$ cat src/rtl/wks_pkg.sv
package wks_pkg;
  localparam int unsigned PHASES  = 4;
  localparam int unsigned CMD_W   = 9;
  localparam int unsigned IDX_W   = 3;
  localparam int unsigned TAG_W   = 2;
  localparam int unsigned SEL_W   = 3;
  localparam logic [1:0]  OP_SRCH = 2'b10;

  typedef enum logic [1:0] {
    PH_A = 2'd0,
    PH_B = 2'd1,
    PH_C = 2'd2,
    PH_D = 2'd3
  } phase_e;
endpackage

$ cat src/rtl/wks_phase_fsm.sv
module wks_phase_fsm
  import wks_pkg::*;
(
  input  logic              clk,
  input  logic              rst_n,
  input  logic              vld_i,
  input  logic [1:0]        op_i,
  input  logic              wide_i,
  output logic [PHASES-1:0] cap_o,
  output logic              err_o
);

  phase_e ph_q, ph_nxt;
  logic   err_nxt;
  logic   is_srch;

  always_comb begin
    is_srch = vld_i && (op_i == OP_SRCH);
    ph_nxt  = ph_q;
    cap_o   = '0;
    err_nxt = 1'b0;
    unique case (ph_q)
      PH_A: begin
        if (is_srch) begin
          if (wide_i) begin
            cap_o[0] = 1'b1;
            ph_nxt   = PH_B;
          end else begin
            err_nxt  = 1'b1;
          end
        end
      end
      PH_B: begin
        if (is_srch) begin
          cap_o[1] = 1'b1;
          ph_nxt   = PH_C;
        end else begin
          err_nxt  = 1'b1;
          ph_nxt   = PH_A;
        end
      end
      PH_C: begin
        if (is_srch && !wide_i) begin
          cap_o[2] = 1'b1;
          ph_nxt   = PH_D;
        end else begin
          err_nxt  = 1'b1;
          ph_nxt   = PH_A;
        end
      end
      PH_D: begin
        ph_nxt = PH_A;
        if (is_srch) cap_o[3] = 1'b1;
        else         err_nxt  = 1'b1;
      end
      default: ph_nxt = PH_A;
    endcase
  end

  always_ff @(posedge clk or negedge rst_n) begin
    if (!rst_n) begin
      ph_q  <= PH_A;
      err_o <= 1'b0;
    end else begin
      ph_q  <= ph_nxt;
      err_o <= err_nxt;
    end
  end

  AST_ERR_ON_BREAK: assert property (@(posedge clk) disable iff (!rst_n)
    (ph_q != PH_A && !is_srch) |=> (err_o && ph_q == PH_A));

  AST_ERR_ON_FLAG: assert property (@(posedge clk) disable iff (!rst_n)
    (ph_q == PH_C && is_srch && wide_i) |=> (err_o && ph_q == PH_A));

  AST_IDLE_QUIET: assert property (@(posedge clk) disable iff (!rst_n)
    (ph_q == PH_A && !is_srch) |=> (!err_o && ph_q == PH_A));

endmodule

$ cat src/rtl/wks_field_capture.sv
module wks_field_capture
  import wks_pkg::*;
#(
  parameter int unsigned DATA_W = 68,
  localparam int unsigned KEY_W = DATA_W * PHASES
) (
  input  logic              clk,
  input  logic              rst_n,
  input  logic [PHASES-1:0] cap_i,
  input  logic [DATA_W-1:0] dq_i,
  input  logic [IDX_W-1:0]  idx_i,
  input  logic [TAG_W-1:0]  tag_i,
  input  logic [SEL_W-1:0]  sel_i,
  output logic [KEY_W-1:0]  key_o,
  output logic [IDX_W-1:0]  hi_o,
  output logic [IDX_W-1:0]  lo_o,
  output logic [TAG_W-1:0]  tag_o,
  output logic [SEL_W-1:0]  sel_o,
  output logic              rdy_o
);

  localparam int unsigned LAST = PHASES - 1;

  logic [DATA_W-1:0] stg_q [LAST];
  logic [KEY_W-1:0]  key_cat;
  logic [IDX_W-1:0]  hi_stg_q, lo_stg_q;
  logic [TAG_W-1:0]  tag_stg_q;

  for (genvar g = 0; g < LAST; g++) begin : g_slice
    always_ff @(posedge clk or negedge rst_n) begin
      if (!rst_n)        stg_q[g] <= '0;
      else if (cap_i[g]) stg_q[g] <= dq_i;
    end
    assign key_cat[KEY_W-1-g*DATA_W -: DATA_W] = stg_q[g];
  end
  assign key_cat[DATA_W-1:0] = dq_i;

  always_ff @(posedge clk or negedge rst_n) begin
    if (!rst_n) begin
      hi_stg_q  <= '0;
      lo_stg_q  <= '0;
      tag_stg_q <= '0;
    end else begin
      if (cap_i[0]) hi_stg_q <= idx_i;
      if (cap_i[2]) begin
        lo_stg_q  <= idx_i;
        tag_stg_q <= tag_i;
      end
    end
  end

  always_ff @(posedge clk or negedge rst_n) begin
    if (!rst_n) begin
      key_o <= '0;
      hi_o  <= '0;
      lo_o  <= '0;
      tag_o <= '0;
      sel_o <= '0;
      rdy_o <= 1'b0;
    end else begin
      rdy_o <= cap_i[LAST];
      if (cap_i[LAST]) begin
        key_o <= key_cat;
        hi_o  <= hi_stg_q;
        lo_o  <= lo_stg_q;
        tag_o <= tag_stg_q;
        sel_o <= sel_i;
      end
    end
  end

  AST_RDY_SINGLE: assert property (@(posedge clk) disable iff (!rst_n)
    rdy_o |=> !rdy_o);

  AST_FIELDS_HOLD: assert property (@(posedge clk) disable iff (!rst_n)
    !rdy_o |-> ($stable(key_o) && $stable(hi_o) && $stable(lo_o)
                && $stable(tag_o) && $stable(sel_o)));

endmodule

$ cat src/rtl/wks_deser.sv
module wks_deser
  import wks_pkg::*;
#(
  parameter int unsigned DATA_W = 68,
  localparam int unsigned KEY_W = DATA_W * PHASES
) (
  input  logic              clk,
  input  logic              rst_n,
  input  logic              cmd_vld_i,
  input  logic [CMD_W-1:0]  cmd_i,
  input  logic [DATA_W-1:0] dq_i,
  output logic [KEY_W-1:0]  key_o,
  output logic [IDX_W-1:0]  hi_mask_idx_o,
  output logic [IDX_W-1:0]  lo_mask_idx_o,
  output logic [TAG_W-1:0]  addr_tag_o,
  output logic [SEL_W-1:0]  rslt_sel_o,
  output logic              srch_rdy_o,
  output logic              proto_err_o
);

  logic [PHASES-1:0] cap;

  wks_phase_fsm u_fsm (
    .clk    (clk),
    .rst_n  (rst_n),
    .vld_i  (cmd_vld_i),
    .op_i   (cmd_i[1:0]),
    .wide_i (cmd_i[2]),
    .cap_o  (cap),
    .err_o  (proto_err_o)
  );

  wks_field_capture #(.DATA_W(DATA_W)) u_cap (
    .clk   (clk),
    .rst_n (rst_n),
    .cap_i (cap),
    .dq_i  (dq_i),
    .idx_i (cmd_i[5:3]),
    .tag_i (cmd_i[8:7]),
    .sel_i (cmd_i[8:6]),
    .key_o (key_o),
    .hi_o  (hi_mask_idx_o),
    .lo_o  (lo_mask_idx_o),
    .tag_o (addr_tag_o),
    .sel_o (rslt_sel_o),
    .rdy_o (srch_rdy_o)
  );

  AST_KEY_TAIL: assert property (@(posedge clk) disable iff (!rst_n)
    srch_rdy_o |-> (key_o[DATA_W-1:0] == $past(dq_i)));

  AST_RDY_FROM_SRCH: assert property (@(posedge clk) disable iff (!rst_n)
    srch_rdy_o |-> ($past(cmd_vld_i) && $past(cmd_i[1:0]) == OP_SRCH));

  AST_RDY_ERR_EXCL: assert property (@(posedge clk) disable iff (!rst_n)
    !(srch_rdy_o && proto_err_o));

endmodule

$ cat config.mk
export PLATFORM = sky130hd
export DESIGN_NAME = wks_deser
export DESIGN_NICKNAME = d
export VERILOG_FILES = /design/src/rtl/wks_pkg.sv /design/src/rtl/wks_phase_fsm.sv /design/src/rtl/wks_field_capture.sv /design/src/rtl/wks_deser.sv
export SDC_FILE = /design/constraint.sdc
export NUM_CORES = 1
export LEC_CHECK = 0
export ABC_CLOCK_PERIOD_IN_PS = 2150
export BUFFER_PORTS_ARGS = -buffer_cell sky130_fd_sc_hd__buf_2
export CAP_MARGIN = 20
export CORE_UTILIZATION = 30
export CTS_CLUSTER_SIZE = 16
export DETAILED_ROUTE_END_ITERATION = 7
export PLACE_DENSITY_LB_ADDON = 0.08
export SETUP_SLACK_MARGIN = 0.05
export SYNTH_ARGS = -nofsm -noshare
export SYNTH_HDL_FRONTEND = slang
export SYNTH_SLANG_ARGS = --single-unit
$ cat constraint.sdc
create_clock -name clk -period 2.15 [get_ports clk]
set_clock_uncertainty 0.15 [all_clocks]
set_input_delay 0.1075 -clock clk [delete_from_list [all_inputs] [get_ports clk]]
set_output_delay 0.1075 -clock clk [all_outputs]
set_load 0.05 [all_outputs]
## Yosys cells after proc, flatten, opt, wreduce, memory -nomap -nowiden

Cells that the tools add are included.

| word-level totals | value |
|---|---|
| register bits | 499 |
| logic and storage cells | 44 |
| output and inout port bits | 285 |

| operators by class | value |
|---|---|
| equal/unequal tests | 6 |
| reduce and logical (&&, ||, !) cells | 6 |
| muxes and demuxes | 18 |

Operators by type and width:

| cell | number |
|---|---|
| $mux W1 | 12 |
| $mux W2 | 4 |
| $pmux W2 S4 | 1 |
| $eq A2 B2 Y1 const B | 3 |
| $pmux W1 S3 | 1 |
| $eq A2 B1 Y1 const B | 1 |
| $logic_and A1 B1 Y1 | 2 |
| $logic_not A2 Y1 | 1 |
| $ne A2 B1 Y1 const B | 1 |
| $ne A2 B2 Y1 const B | 1 |
| $reduce_and A2 Y1 | 1 |
| $reduce_or A2 Y1 | 1 |
| $logic_not A1 Y1 | 1 |

## Longest topological paths before layout

| logic depth | value |
|---|---|
| depth in word-level cells | 5 |
| depth in mapped cells | 7 |
| depth with buffers taken out | 4 |

## Cells and area by module

A second synthesis with hierarchy kept.

| unflattened totals | value |
|---|---|
| cell total of the unflattened synthesis | 1066 |
| area, all modules | 18674.2 um^2 |

By module, submodules not included:

| module | area an instance (um^2) | instances | seq. area each (um^2) | cells an instance |
|---|---|---|---|---|
| wks_field_capture | 18485.2 | 1 | 12411.9 | 1046 |
| wks_phase_fsm | 188.9 | 1 | 75.1 | 20 |

## Least setup slack after synthesis

OpenSTA, ideal clock, no wires.

| path | value |
|---|---|
| path kind | register to register |
| start | reg u_fsm.ph_q[1] |
| end | reg u_cap.stg_q (netlist bit u_cap.key_cat[100]) |
| arrival time | 1.367 ns |
| library setup time | 0.125 ns |
| cell stages (with the launch flop) | 6 |
| path slack | 0.508 ns |
| path through | dfrtp_1 > nor2b_1 > nand3b_1 > buf_2 > buf_2 > mux2_2 |

| between the ends | value |
|---|---|
| cells in the longest elaborated chain, start to end | 2 |

Ends and longest elaborated chain:

| what | RTL line | RTL |
|---|---|---|
| from (decl) | wks_phase_fsm.sv:13 | `phase_e ph_q, ph_nxt;` |
| from (signal assigned) | wks_phase_fsm.sv:65 | `ph_q <= ph_nxt;` |
| $eq A2 B2 Y1 | wks_phase_fsm.sv:22 | `unique case (ph_q)` |
| $mux W1 | wks_phase_fsm.sv:22 |  |
| to (signal, indexed assignment) | wks_field_capture.sv:32 | `else if (cap_i[g]) stg_q[g] <= dq_i;` |
| to (decl) | wks_field_capture.sv:24 | `logic [DATA_W-1:0] stg_q [LAST];` |

Every way passes these cells.
A chain may end at the register's enable or synchronous reset.

## Worst setup path in the final report

| path | value |
|---|---|
| start | in cmd_i[0] |
| end | reg u_cap.key_o[174] |

| between the ends | value |
|---|---|
| cells in the longest elaborated chain, start to end | 4 |

Ends and longest elaborated chain:

| what | RTL line | RTL |
|---|---|---|
| from (decl) | wks_deser.sv:10 | `input logic [CMD_W-1:0] cmd_i,` |
| $eq A2 B2 Y1 | wks_phase_fsm.sv:18 | `is_srch = vld_i && (op_i == OP_SRCH);` |
| $logic_and A1 B1 Y1 | wks_phase_fsm.sv:18 |  |
| $mux W1 | wks_phase_fsm.sv:53 | `if (is_srch) cap_o[3] = 1'b1;` |
| $mux W1 | wks_phase_fsm.sv:22 |  |
| to (signal assigned) | wks_field_capture.sv:63 | `key_o <= key_cat;` |
| to (decl) | wks_field_capture.sv:14 | `output logic [KEY_W-1:0] key_o,` |

Every way passes these cells.

==> results by group <==
Floorplan
  • Row count: 91
  • Die width: 251.5 µm
  • # IOs: between 300 and 400
  • Core ar.: ~62000 µm²
  • Die area: between 60000 and 70000 µm²
  • Initial Utilization: ~30%
  • Die height: 251.5 µm

Placement
  • Placed Cells: approximately 2200
  • GPL Wtd Cong: 0.6934
  • Dpl cell area: between 20000 and 25000 µm²
  • Port bufs: approximately 360
  • Setup WS pre-CTS: roughly 170 ps
  • HPWL after DPL: between 20 and 30 mm

Clock network
  • CTS tree: done
  • CTS clock-pin slew for the worst setup and hold paths: around 60 ps
  • Max clock buf depth: 3
  • Clk sink count: roughly 500
  • Cts bufs inserted: 56
  • Root Buffer: clkbuf_16
  • Post_cts resized: 0
  • H-tree Lvls: 2
  • Skew-Pair Late Insertion Delay: approximately 590 ps

Critical path
  • Crit path cell chain: dlygate4sd3_1 > buf_2 > and3b_1 > nand3_2 > inv_8 > buf_4 > mux2_2
  • CP peak stage delay: 530 ps
  • Crit path arrival time: about 2200 ps
  • CP Launch Type: input pin
  • WS Path Type: input pin to flip-flop
  • CP Capture Type: flip-flop
  • Crit Path Max Fanout: 22
  • CP max-delay cell: dlygate4sd3_1
  • WP data required: 2470 ps

Power
  • Total internal power: between 15000 and 20000 µW
  • P per Cell Area: 856.9 nW/µm²
  • Combinational share of power: 5.1%
  • Max IR drop VDD: 0.5977 mV
  • Clock power frac: ~46%
  • Sw frac: roughly 22%
  • Leakage: 0.01293 µW
  • Flop pwr share: 48.4%
  • Switching power of the nets: between 4000 and 5000 µW

Finish
  • Non-filler instance count after layout: approximately 2400
  • Layout area overhead: 30.39%
  • Ant diodes: 0
  • Fill count: approximately 5800
  • Layout cells sized above 1: a little over three fifths
  • Most common cell after layout, fill and taps aside: dfrtp_1
  • Nets: between 1500 and 2000
  • Most frequent cells in the layout: dfrtp_1 (499), mux2_2 (475), buf_2 (363), dlygate4sd3_1 (77), clkbuf_16 (57)
  • Finished layout cell area: around 24000 µm²

Synth
  • Post-synthesis compound-gate area fraction: less than 1%
  • Predominant post-synthesis flop cell: dfrtp_1
  • Post-synthesis simple-gate area fraction: 0.3149%
  • Post-synth ARST share: between 90% and 100%
  • Syn_nets: between 1000 and 1500
  • Syn Std Cell Area: 18670 µm²
  • Multiplexer share of the synthesized area: a little under a third
  • Adder-Cell Fraction of Synth Area: 0%
  • Largest family of logic cells by synthesized area: multiplexers
  • Ys Warns: 0
  • Post-synthesis sequential area ratio: ~67%
  • Post-synthesis register bit count: roughly 500
  • Synth unique cells: 18
  • Post-synth EDFFs: 0
  • Syn_area_per_cell: 17.57 µm²
  • Xor and xnor area share after synthesis: 0%
  • Synth Instances: about 1100

Timing
  • F_max: approximately 0.53 GHz
  • Final setup viols: 0
  • Hold Fails Final Rpt: 0
  • Max-slew violations: 0
  • Post-route minimum period: roughly 1900 ps
  • Worst-margin pin slew: between 500 and 600 ps
  • RSZ-0062 raised after global routing: false
  • Worst Setup Slack, final: 263.4 ps
  • Final TNS setup: 0 ps
  • Relative slew slack: a little under two thirds
  • Crit share post-route: between 80 and 90%

Detailed routing
  • Initial DRC Count: just under 400
  • 1st-pass router iterations: 4
  • Vias/cell: approximately 4.4
  • Drt wl/cell: ~19 µm
  • Drc violations: 0
  • WL final: between 40 and 50 mm
  • Final ANT Viol Nets: 0
  • Via total after detailed routing: approximately 11000

Status
  • Status: finished clean

Global route
  • Total grt overflow: 0
  • Antenna violations before repair: 0
  • GRT Total Usage: 14.72%
  • Number of global-route vias before repair: 11460
  • Largest net degree at the start of global routing: 72
  • First-pass GRT wire length: around 70 mm

Worst hold path
  • Worst Hold Class: input pin to flip-flop

Job
  • Max-cap violations: 0
==> critical path, delay by kind of cell <==
kind	cells	cell delay [ps]
AND/OR/NAND/NOR	2	520
multiplexers	1	350
buffers and inverters	4	1200
==> final timing paths <==
| check | to | start | slack [ps] | cells after the start |
|---|---|---|---|---|
| max in group asynchronous | u_cap.key_o[79] | rst_n | 1290 | 3 |
| worst max register to register | u_cap.key_o[174] | u_fsm.ph_q[0] | 320 | 4 |
| worst min register to register | u_cap.key_o[90] | u_cap.key_cat[90] | 340 | 1 |
| worst max-delay path | u_cap.key_o[174] | cmd_i[0] | 260 | 7 |
| worst min-delay path | u_fsm.err_o | cmd_i[1] | 40 | 5 |
| min in group asynchronous | u_cap.key_o[40] | rst_n | 120 | 3 |
==> per-layer routing <==
metal  share of wire (%)  routed length, µm  GRT usage, %  vias to the layer above
met4                 2.2               1014         4.268                        0
li1                    -                  -             -                     4734
met2                  48              22300         24.17                      228
met1                  43              19970         18.93                     5585
met5                   0                  0             0                        -
met3                 6.0               2766         4.054                       64
==> power by group through the flow <==
stage / logic [µW] / clock network (µW) / registers, µW
2_1_floorplan: 490 / 0 / 10200
3_3_place_gp: 961 / 0 / 10300
3_5_place_dp: 985 / 0 / 10300
4_1_cts: 1100 / 10100 / 10100
5_1_grt: 1190 / 10400 / 10200
6_report: 1070 / 9690 / 10100
==> what timing repair did <==
action                                 CTS  global route
setup buffers                            0             0
hold buffers                            78             0
endpoints found under the hold margin  785             0
==> synth_stat cells (2+ instances only) <==
| library cell | instances | share of area [%] |
|---|---|---|
| mux2_2 | 475 | 29 |
| nand2_1 | 2 | 0.040 |
| buf_2 | 23 | 0.62 |
| dfrtp_1 | 499 | 67 |
| buf_4 | 7 | 0.28 |
| nand3_1 | 2 | 0.054 |
| buf_6 | 23 | 1.4 |
| buf_8 | 2 | 0.16 |
| mux2_4 | 20 | 1.6 |
| and3b_1 | 2 | 0.094 |
==> cell families (layout without fill, tap and decap cells) <==
| kind of cell | Yosys count | count (layout) |
|---|---|---|
| AND/OR/NAND/NOR | 10 | 10 |
| multiplexers | 495 | 495 |
| flip-flops | 499 | 499 |
| buffers and inverters | 56 | 585 |
| AO/OA/AOI/OAI | 3 | 3 |
==> area by class of cell <==
| type | count | area (µm²) | area share (%) |
|---|---|---|---|
| clock inverter | 15 | 138.9 | 0.5704 |
| sequential | 499 | 12490 | 51.29 |
| multi-input combinational | 508 | 5747 | 23.60 |
| clock buffer | 88 | 1763 | 7.241 |
| tap | 837 | 1047 | 4.301 |
| inverter | 1 | 11.26 | 0.04625 |
| timing repair buffer | 481 | 3153 | 12.95 |
==> registers in the layout (all words and copies together), names as in the netlist <==
signal / flops
u_fsm.err_o: 1
u_cap.sel_o: 3
u_cap.key_cat: 204
u_cap.tag_o: 2
u_fsm.ph_q: 2
u_cap.hi_stg_q: 3
u_cap.lo_o: 3
u_cap.lo_stg_q: 3
u_cap.key_o: 272
u_cap.tag_stg_q: 2
u_cap.rdy_o: 1
u_cap.hi_o: 3
==> per-stage QoR <==
| stage | hold slack, ps | utilization [%] | total power, µW |
|---|---|---|---|
| 6_report | 36.98 | 39.53 | 20860 |
| 5_1_grt | 46.18 | 39.53 | 21790 |
| 4_1_cts | 2.191 | 39.53 | 21270 |
| 3_5_place_dp | -70.09 | 35.15 | 11260 |
| 3_3_place_gp | -71.53 | 35.15 | 11220 |
| 2_1_floorplan | -338.1 | - | 10720 |
Note: power is estimated with default switching activity, not from simulation.
